File: config.mk
export PLATFORM = sky130hd
export DESIGN_NAME = ring_delta_fsm
export DESIGN_NICKNAME = d
export VERILOG_FILES = /design/src/rtl/ring_delta_pkg.sv /design/src/rtl/rdf_ring_counter.sv /design/src/rtl/rdf_code_table.sv /design/src/rtl/rdf_delta_unit.sv /design/src/rtl/ring_delta_fsm.sv
export SDC_FILE = /design/constraint.sdc
export NUM_CORES = 1
export LEC_CHECK = 0
export BUFFER_PORTS_ARGS = -buffer_cell sky130_fd_sc_hd__clkbuf_2
export CAP_MARGIN = 10
export CELL_PAD_IN_SITES_DETAIL_PLACEMENT = 1
export CELL_PAD_IN_SITES_GLOBAL_PLACEMENT = 1
export CORE_AREA = 2 2 39 41
export DETAILED_ROUTE_END_ITERATION = 16
export DIE_AREA = 0 0 41 43
export GPL_ROUTABILITY_DRIVEN = 0
export GPL_TIMING_DRIVEN = 0
export PLACE_DENSITY = 0.61
export SLEW_MARGIN = 15
export SYNTH_ARGS = -nofsm -noshare
export SYNTH_HDL_FRONTEND = slang
export SYNTH_HIERARCHICAL = 1
export SYNTH_SLANG_ARGS = --single-unit
File: constraint.sdc
create_clock -name clk -period 3.35 [get_ports clk]
set_clock_uncertainty 0.2 [all_clocks]
set_input_delay 0.5025 -clock clk [delete_from_list [all_inputs] [get_ports clk]]
set_output_delay 0.5025 -clock clk [all_outputs]
set_load 0.02 [all_outputs]
File: src/rtl/ring_delta_pkg.sv
package ring_delta_pkg;
  // Default geometry of the sequencer
  localparam int DEF_PHASES  = 4;
  localparam int DEF_CODE_W  = 4;
  // Default table shapes: entry(i) = base + step * i
  localparam int DEF_HI_BASE = 1;
  localparam int DEF_HI_STEP = 2;
  localparam int DEF_LO_BASE = 10;
  localparam int DEF_LO_STEP = 1;

  function automatic int table_entry(input int base, input int step, input int idx);
    return base + step * idx;
  endfunction
endpackage

File: src/rtl/rdf_ring_counter.sv
module rdf_ring_counter #(
  parameter int N_PHASES = 4,
  localparam int IDX_W = (N_PHASES > 1) ? $clog2(N_PHASES) : 1
) (
  input  logic             clk,
  input  logic             rst,
  output logic [IDX_W-1:0] phase_o
);
  localparam logic [IDX_W-1:0] LAST = IDX_W'(N_PHASES - 1);

  logic [IDX_W-1:0] phase_q;

  always_ff @(posedge clk or posedge rst) begin
    if (rst)                 phase_q <= '0;
    else if (phase_q == LAST) phase_q <= '0;
    else                      phase_q <= phase_q + 1'b1;
  end

  assign phase_o = phase_q;

  // phase sits at zero while reset is held
  assert_reset_home_R1: assert property (@(posedge clk) rst |-> phase_q == '0);

  // one step per edge, wrapping after the last phase
  assert_ring_step_R2: assert property (@(posedge clk) disable iff (rst)
    (!$past(rst) && $past(phase_q) != LAST) |-> phase_q == IDX_W'($past(phase_q) + 1'b1));
  assert_ring_wrap_R2: assert property (@(posedge clk) disable iff (rst)
    (!$past(rst) && $past(phase_q) == LAST) |-> phase_q == '0);
endmodule

File: src/rtl/rdf_code_table.sv
module rdf_code_table #(
  parameter int N_PHASES = 4,
  parameter int CODE_W   = 4,
  parameter int HI_BASE  = 1,
  parameter int HI_STEP  = 2,
  parameter int LO_BASE  = 10,
  parameter int LO_STEP  = 1,
  localparam int IDX_W = (N_PHASES > 1) ? $clog2(N_PHASES) : 1
) (
  input  logic [IDX_W-1:0]  phase_i,
  input  logic              sel_i,
  output logic [CODE_W-1:0] code_o
);
  logic [CODE_W-1:0] hi_rom [N_PHASES];
  logic [CODE_W-1:0] lo_rom [N_PHASES];

  for (genvar g = 0; g < N_PHASES; g++) begin : g_rom
    assign hi_rom[g] = CODE_W'(ring_delta_pkg::table_entry(HI_BASE, HI_STEP, g));
    assign lo_rom[g] = CODE_W'(ring_delta_pkg::table_entry(LO_BASE, LO_STEP, g));
  end

  always_comb begin
    code_o = '0;
    if (int'(phase_i) < N_PHASES) begin
      code_o = sel_i ? hi_rom[phase_i] : lo_rom[phase_i];
    end
  end
endmodule

File: src/rtl/rdf_delta_unit.sv
module rdf_delta_unit #(
  parameter int CODE_W = 4
) (
  input  logic              clk,
  input  logic              rst,
  input  logic [CODE_W-1:0] code_i,
  output logic [CODE_W-1:0] delta_o
);
  logic [CODE_W-1:0] prev_q;
  logic              hist_q;
  logic [CODE_W-1:0] diff;

  always_ff @(posedge clk or posedge rst) begin
    if (rst) begin
      prev_q <= '0;
      hist_q <= 1'b0;
    end else begin
      prev_q <= code_i;
      hist_q <= 1'b1;
    end
  end

  assign diff    = code_i - prev_q;
  assign delta_o = hist_q ? diff : '0;

  // the history register holds the code seen at the previous edge
  assert_capture_R6: assert property (@(posedge clk) disable iff (rst)
    1'b1 |=> prev_q == $past(code_i));

  // history is valid one edge after reset is released
  assert_hist_live_R8: assert property (@(posedge clk) disable iff (rst)
    1'b1 |=> hist_q);
endmodule

File: src/rtl/ring_delta_fsm.sv
module ring_delta_fsm #(
  parameter int N_PHASES = ring_delta_pkg::DEF_PHASES,
  parameter int CODE_W   = ring_delta_pkg::DEF_CODE_W,
  parameter int HI_BASE  = ring_delta_pkg::DEF_HI_BASE,
  parameter int HI_STEP  = ring_delta_pkg::DEF_HI_STEP,
  parameter int LO_BASE  = ring_delta_pkg::DEF_LO_BASE,
  parameter int LO_STEP  = ring_delta_pkg::DEF_LO_STEP
) (
  input  logic              clk,
  input  logic              rst,
  input  logic              sel_i,
  output logic [CODE_W-1:0] code_o,
  output logic [CODE_W-1:0] delta_o
);
  localparam int IDX_W = (N_PHASES > 1) ? $clog2(N_PHASES) : 1;
  localparam logic [CODE_W-1:0] HI_FIRST = CODE_W'(HI_BASE);
  localparam logic [CODE_W-1:0] LO_FIRST = CODE_W'(LO_BASE);
  localparam logic [CODE_W-1:0] HI_LAST  = CODE_W'(HI_BASE + HI_STEP * (N_PHASES - 1));
  localparam logic [CODE_W-1:0] LO_LAST  = CODE_W'(LO_BASE + LO_STEP * (N_PHASES - 1));
  localparam logic [CODE_W-1:0] HI_INC   = CODE_W'(HI_STEP);
  localparam logic [CODE_W-1:0] LO_INC   = CODE_W'(LO_STEP);

  logic [IDX_W-1:0] phase;

  rdf_ring_counter #(.N_PHASES(N_PHASES)) u_ring (
    .clk     (clk),
    .rst     (rst),
    .phase_o (phase)
  );

  rdf_code_table #(
    .N_PHASES (N_PHASES),
    .CODE_W   (CODE_W),
    .HI_BASE  (HI_BASE),
    .HI_STEP  (HI_STEP),
    .LO_BASE  (LO_BASE),
    .LO_STEP  (LO_STEP)
  ) u_table (
    .phase_i (phase),
    .sel_i   (sel_i),
    .code_o  (code_o)
  );

  rdf_delta_unit #(.CODE_W(CODE_W)) u_delta (
    .clk     (clk),
    .rst     (rst),
    .code_i  (code_o),
    .delta_o (delta_o)
  );

  // reset presents the phase-0 entry of the chosen table and a zero step
  assert_reset_out_R1: assert property (@(posedge clk)
    rst |-> (code_o == (sel_i ? HI_FIRST : LO_FIRST)) && (delta_o == '0));

  // odd table walks by its step and wraps to its first entry
  assert_hi_walk_R3: assert property (@(posedge clk) disable iff (rst)
    (sel_i && $past(sel_i) && !$past(rst) && $past(code_o) != HI_LAST)
      |-> code_o == CODE_W'($past(code_o) + HI_INC));
  assert_hi_wrap_R3: assert property (@(posedge clk) disable iff (rst)
    (sel_i && $past(sel_i) && !$past(rst) && $past(code_o) == HI_LAST)
      |-> code_o == HI_FIRST);

  // alternate table walks by its step and wraps to its first entry
  assert_lo_walk_R4: assert property (@(posedge clk) disable iff (rst)
    (!sel_i && !$past(sel_i) && !$past(rst) && $past(code_o) != LO_LAST)
      |-> code_o == CODE_W'($past(code_o) + LO_INC));
  assert_lo_wrap_R4: assert property (@(posedge clk) disable iff (rst)
    (!sel_i && !$past(sel_i) && !$past(rst) && $past(code_o) == LO_LAST)
      |-> code_o == LO_FIRST);

  // step equals present code minus the code one edge earlier, modulo 2^CODE_W
  assert_step_mod_R7: assert property (@(posedge clk) disable iff (rst)
    1'b1 |=> delta_o == CODE_W'(code_o - $past(code_o)));
endmodule

==> results by group, run 1 <==
Run status
  – Outcome: completed

Logic synthesis
  – Post-synthesis instance total: 35
  – Cell area after synthesis: 375 µm²
  – Area fraction of the dominant cell type after synthesis: 46.7%
  – Flip-flop cell with the highest count after synthesis: dfrtp_1
  – Number of synthesized flops with an enable pin: 0
  – Total of flip-flops plus latches after synthesis: 7
  – Area leader, netlist: dfrtp_1
  – Average size of a mapped cell: 10.7 µm²
  – Number of different library cells in the post-synthesis netlist: 16
  – Async set-or-reset flop fraction in the synthesized netlist: 100%
  – Sequential fraction of the synthesis area: 46.7%
  – Number of warnings reported in the yosys synthesis log: 6
  – Most instantiated cells after synthesis: 7 x dfrtp_1, 7 x inv_1, 4 x ha_1
  – Leading post-synthesis cells by cell area: dfrtp_1 47%, ha_1 13%, inv_1 7.0%
  – Synthesized Nets: 43

Placed design
  – Setup WS pre-CTS: 0.695 ns
  – Sum of net half-perimeters after detailed placement: 524 µm
  – Dpl cells: 61
  – Count of buffers inserted at the top-level ports: 10

Routing
  – Routed wire length per instance: 8.94 µm
  – Antenna Nets Post-Route: 0
  – Via count: 270
  – Total Routed Length: 590 µm
  – DR DRC count: 0
  – First-pass iteration count of the detailed router: 1
  – DR iter-0 viols: 0
  – Via density per instance: 4.09

Setup path
  – Path type of the worst setup path: flop to primary output
  – Max Fanout on Critical Path: 4
  – Count of cell instances traversed by the critical path: 8
  – Largest delay contributor family on the critical path: adder cells
  – Critical path startpoint category: flop
  – Critical path, cell by cell: or2_1, inv_1, ha_1, inv_1, fa_1, xor2_1, and2_1, clkbuf_2
  – Type of element capturing the critical path: primary output
  – Dominant cell type by count on the critical path: inv_1
  – Arrival time of data at the critical path endpoint: 1.98 ns
  – Worst reg-to-reg path cell count: 1
  – Count of buffer and inverter cells on the critical path: 3
  – CP max stage delay: 0.40 ns
  – Required time of the critical path: 2.65 ns
  – Library cell contributing the largest single delay on the critical path: dfrtp_1

GRT
  – Wire length of the first global-routing pass: 1020 µm
  – Pin count of the biggest net entering global routing: 6
  – GRT overflow: 0
  – Vias in the first global route: 260
  – Total routing usage reported by global routing: 9.25%
  – Initial antenna violation count: 0

Clock network
  – Maximum clock path buffer count: 2
  – Count of hold-fix buffers inserted at cts: 1
  – Clock latency on the worst-skew pair: 0.24 ns
  – H-tree lvl count: 1
  – Setup repair bufs after CTS: 0
  – Cells resized by post-CTS repair: 0
  – Root buffer selected by CTS: clkbuf_4
  – Cts bufs inserted: 3
  – Clock sink total: 7
  – TritonCTS clock tree: built
  – Clock Pin Slew Worst Setup and Hold Paths: 0.05 ns

Power and ir drop
  – Relative contribution of sequential cells to total power: 48.9%
  – Switching power total: 40.5 µW
  – Peak supply drop: 0.181 mV
  – Power share of the combinational group: 10.2%
  – Portion of total power attributed to the clock network: 40.9%
  – Leakage power figure: 0.000256 µW
  – Power density over cell area: 374 nW/µm²
  – Switching part of the total power: 22.5%
  – Internal power of the cells: 140 µW

Die
  – Core Box Area: 1380 µm²
  – Effective utilization at floorplan: 27.1%
  – Row cnt: 14
  – Die Height: 43 µm
  – Top-level port count: 11
  – Die ar.: 1760 µm²
  – Chip Width: 41 µm

Min path
  – Cell depth of the worst hold path: 1
  – Hold crit path type: flop to flop

Layout
  – Fin nets: 59
  – Relative area change from synthesis to final layout: 28.3%
  – Ratio of cells with drive above 1 in the final layout: 30.0%
  – FILL cells: 170
  – Area of the multi-input gates: 166 µm²
  – Cell Count, Final, Fillers Out: 66
  – Diodes inserted: 0
  – Sequential cell area: 175 µm²

Timing
  – RSZ-0062 raised after global routing: false
  – Pins over their slew limit: 0
  – Sum of negative setup slack: 0 ns
  – Highest clock rate: 0.373 GHz
  – Period Utilization, post-route: 80.1%
  – Final Hold Vio Count: 0
  – Final setup violation count: 0
  – Setup slack of the critical path after layout: 0.668 ns
  – Clock period minus final worst setup slack: 2.68 ns

Flow run
  – Max-cap viol count: 0
per-layer routing:
layer	wire length, µm	vias up	GRT usage [%]
met5	0	-	0
met4	0	0	10.0
met3	34	0	3.14
met2	316	7	13.8
met1	239	129	8.70
li1	-	134	-
cell type report:
class | count | area share [%]
Sequential cell | 7 | 36.4
Multi-Input combinational cell | 20 | 34.5
Timing Repair Buffer | 11 | 12.5
Clock buffer | 4 | 5.45
Inverter | 7 | 5.45
Tap cell | 16 | 4.16
Buffer | 1 | 1.56
state kept, by name (all words and copies together), names as in the netlist:
| signal | count |
|---|---|
| u_ring/phase_o | 2 |
| u_delta/prev_q | 4 |
| u_delta/hist_q | 1 |
power groups by stage:
stage,Combinational (µW),Sequential (µW),Clock (µW)
floorplan,12.4,89.2,0
global placement,17.7,89.5,0
detailed placement,18.0,89.6,0
CTS,18.9,88.1,79.7
global route,20.9,88.2,84.4
finish,18.5,88.2,73.7
cells by family (layout without fill, tap and decap cells):
| group | after synthesis | in the layout | synth area share, % |
|---|---|---|---|
| XOR/XNOR | 2 | 2 | 4.67 |
| AND/OR/NAND/NOR | 9 | 9 | 15.0 |
| other | 1 | 1 | 0.999 |
| flip-flops | 7 | 7 | 46.7 |
| buffers and inverters | 8 | 23 | 9.00 |
| adder cells (fa/ha/maj) | 5 | 5 | 18.7 |
| AO/OA/AOI/OAI | 3 | 3 | 5.00 |
stage by stage:
step	utilization [%]	hold slack [ns]	instance area, µm²	total power [µW]
2_1_floorplan	-	0.0437	375	102
3_3_place_gp	32.2	0.152	445	107
3_5_place_dp	32.2	0.155	445	108
4_1_cts	34.8	0.277	482	187
5_1_grt	34.8	0.295	482	193
6_report	34.8	0.273	482	180
path summary, 6_finish.rpt:
kind | startpoint | endpoint | slack (ns)
worst min-delay path | u_ring/phase_o[0]$_DFF_PP0_ | u_ring/phase_o[0]$_DFF_PP0_ | 0.27
worst max-delay path | u_ring/phase_o[0]$_DFF_PP0_ | delta_o[2] | 0.67
max in group asynchronous | rst | u_delta/prev_q[0]$_DFF_PP0_ | 2.28
worst max register to register | u_ring/phase_o[0]$_DFF_PP0_ | u_ring/phase_o[1]$_DFF_PP0_ | 2.34
worst min register to register | u_ring/phase_o[0]$_DFF_PP0_ | u_ring/phase_o[0]$_DFF_PP0_ | 0.27
min in group asynchronous | rst | u_ring/phase_o[0]$_DFF_PP0_ | 0.45
cell usage in the layout (no fill, tap or decap), drive strengths merged:
master,Yosys,final
dfrtp,7,7
nand3,1,1
and2,2,2
inv,7,7
or2,1,1
nand3b,1,1
nor2,1,1
a21oi,3,3
buf,1,1
xor2,2,2
dlygate4sd3,0,1
ha,4,4
clkbuf,0,14
fa,1,1
conb,1,1
nor2b,2,2
and3b,1,1
Note: power is estimated with default switching activity, not from simulation.
==> run 2, diff against run 1 <==
Clock period 3.35 ns to 2.7 ns, I/O delays scaled along.
==> results by group, run 2 (synthesis gave the netlist of run 1 again) <==
Placed design
  – Sum of net half-perimeters after detailed placement: 524 µm (unchanged)
  – Count of buffers inserted at the top-level ports: 10 (unchanged)

Layout
  – Area of the multi-input gates: 169 µm² (was 166 µm²)
  – Fin nets: 59 (unchanged)
  – Relative area change from synthesis to final layout: 29.0% (was 28.3%)
  – Leading cell types in the layout, fill and taps excluded: 10 x clkbuf_2, 7 x inv_1, 7 x dfrtp_1, 4 x ha_1, 3 x clkbuf_4 (unchanged)
  – Diodes inserted: 0 (unchanged)
  – Register containing the most flip-flops in the final layout: u_delta/prev_q (unchanged)
  – Ratio of cells with drive above 1 in the final layout: 32.0% (was 30.0%)
  – Most common library cell in the layout ignoring fill and taps: clkbuf_2 (unchanged)
  – Largest register FFs: 4 (unchanged)
  – FILL cells: 170 (unchanged)
  – Sequential cell area: 175 µm² (unchanged)

Setup path
  – Critical path startpoint category: flop (unchanged)
  – Type of element capturing the critical path: primary output (unchanged)
  – Arrival time of data at the critical path endpoint: 1.97 ns (was 1.98 ns)
  – Library cell contributing the largest single delay on the critical path: dfrtp_1 (unchanged)
  – Required time of the critical path: 2.10 ns (was 2.65 ns)
  – Reg-to-reg slack, setup: 1.68 ns (was 2.34 ns)
  – Critical path endpoint: delta_o[2] (unchanged)
  – Worst setup path startpoint: u_ring/phase_o[0]$_DFF_PP0_ (unchanged)
  – Critical path, cell by cell: or2_4, inv_1, ha_1, inv_1, fa_1, xor2_1, and2_1, clkbuf_2 (was or2_1, inv_1, ha_1, inv_1, fa_1, xor2_1, and2_1, clkbuf_2)
  – Worst r2r dst: u_ring/phase_o[1]$_DFF_PP0_ (unchanged)
  – CP max stage delay: 0.40 ns (about the same)
  – Worst reg-to-reg path cell count: 1 (unchanged)
  – Path type of the worst setup path: flop to primary output (unchanged)
  – Dominant cell type by count on the critical path: inv_1 (unchanged)
  – Max Fanout on Critical Path: 4 (unchanged)
  – Worst R2R Start: u_ring/phase_o[0]$_DFF_PP0_ (unchanged)

Clock network
  – Cts bufs inserted: 3 (unchanged)
  – H-tree lvl count: 1 (unchanged)
  – Root buffer selected by CTS: clkbuf_4 (unchanged)
  – Clock sink total: 7 (unchanged)
  – Maximum clock path buffer count: 2 (unchanged)
  – Clock Pin Slew Worst Setup and Hold Paths: 0.05 ns (about the same)
  – TritonCTS clock tree: built (unchanged)
  – Clock latency on the worst-skew pair: 0.24 ns (about the same)

GRT
  – GRT overflow: 0 (unchanged)
  – Pin count of the biggest net entering global routing: 6 (unchanged)
  – Total routing usage reported by global routing: 9.25% (unchanged)
  – Wire length of the first global-routing pass: 1020 µm (unchanged)
  – Vias in the first global route: 260 (unchanged)
  – Initial antenna violation count: 0 (unchanged)

Routing
  – Via count: 270 (unchanged)
  – First-pass iteration count of the detailed router: 1 (unchanged)
  – Via density per instance: 4.09 (unchanged)
  – DR iter-0 viols: 0 (unchanged)
  – DR DRC count: 0 (unchanged)
  – Antenna Nets Post-Route: 0 (unchanged)
  – Total Routed Length: 590 µm (unchanged)
  – Routed wire length per instance: 8.94 µm (unchanged)

Min path
  – Cell depth of the worst hold path: 2 (was 1)
  – Hold crit path type: input pin to flop (was flop to flop)

Die
  – Row cnt: 14 (unchanged)
  – Top-level port count: 11 (unchanged)
  – Chip Width: 41 µm (unchanged)
  – Core Box Area: 1380 µm² (unchanged)
  – Die ar.: 1760 µm² (unchanged)
  – Die Height: 43 µm (unchanged)
  – Effective utilization at floorplan: 27.1% (unchanged)

Timing
  – Clock period minus final worst setup slack: 2.58 ns
  – Highest clock rate: 0.388 GHz
  – Final setup violation count: 0 (unchanged)
  – Period Utilization, post-route: 95.4%
  – Sum of negative setup slack: 0 ns (unchanged)
  – Final Hold Vio Count: 0 (unchanged)
  – RSZ-0062 raised after global routing: false (unchanged)
  – Post-Route Hold Slack: 0.198 ns (was 0.273 ns)
  – Pins over their slew limit: 0 (unchanged)

Power and ir drop
  – Relative contribution of sequential cells to total power: 48.9% (about the same)
  – Final Total Pwr: 224 µW (was 180 µW)
  – Power share of the combinational group: 10.3% (was 10.2%)
  – Portion of total power attributed to the clock network: 40.9% (about the same)
  – Leakage power figure: 0.000259 µW (was 0.000256 µW)
  – Internal power of the cells: 173 µW (was 140 µW)
  – Switching part of the total power: 22.5% (about the same)
  – Power density over cell area: 462 nW/µm² (was 374 nW/µm²)
  – Switching power total: 50.3 µW (was 40.5 µW)
  – Peak supply drop: 0.224 mV (was 0.181 mV)

Run status
  – Outcome: completed (unchanged)

Flow run
  – Max-cap viol count: 0 (unchanged)
run 2: cell counts in the layout (fill, tap and decap cells not counted):
Identical to the previous run, type by type.
run 2: cell type report:
cell class,count,share of cell area (%)
inverter,7,5.43
sequential,7,36.2
timing repair buffer,11,12.4
multi-input combinational,20,34.9
buffer,1,1.55
tap,16,4.13
clock buffer,4,5.43
run 2: worst min-delay path by stage:
| stage | startpoint | to | slack, ns |
|---|---|---|---|
| after floorplan | rst | u_ring/phase_o[0]$_DFF_PP0_ | -0.05 |
| after global placement | rst | u_ring/phase_o[1]$_DFF_PP0_ | 0.05 |
| after detailed placement | rst | u_ring/phase_o[1]$_DFF_PP0_ | 0.06 |
| after CTS | sel_i | u_delta/prev_q[3]$_DFF_PP0_ | 0.18 |
| after global routing | sel_i | u_delta/prev_q[3]$_DFF_PP0_ | 0.21 |
| final | sel_i | u_delta/prev_q[3]$_DFF_PP0_ | 0.20 |
run 2: power groups by stage:
stage | registers [µW] | clock network, µW | logic [µW]
detailed placement | 111 | 0 | 22.3
floorplan | 111 | 0 | 15.4
finish | 109 | 91.4 | 23.0
global placement | 111 | 0 | 21.9
global route | 109 | 105 | 26.0
CTS | 109 | 98.9 | 23.5
run 2: metrics by stage:
stage	utilization, %	setup slack (ns)	area, µm²	cells
global placement	32.2	0.254	445	61
CTS	34.8	0.0715	482	66
finish	35.0	0.124	484	66
global route	35.0	0.00388	484	66
floorplan	-	0.384	375	35
detailed placement	32.2	0.240	445	61
run 2: layer usage:
layer  GRT usage [%]  up-vias  wire, µm
li1                -      134         -
met1            8.70      129       239
met2            13.8        7       317
met3            3.14        0        34
met4            10.0        0         0
met5               0        -         0
run 2: critical path, delay by kind of cell, from the launching register on:
kind | cells | cell delay [ns]
xor gates and xnor gates | 1 | 0.14
adders and majority gates | 2 | 0.53
DFF | 1 | 0.40
and+or+nand+nor | 2 | 0.40
buffers and inverters | 3 | 0.26
run 2: repair_timing:
action | 4_1_cts | 5_1_grt
endpoints found under the setup margin | 0 | 1
resized for setup | 0 | 1
hold endpoints to repair | 7 | 0
setup buffers | 0 | 0
hold buffers | 1 | 0
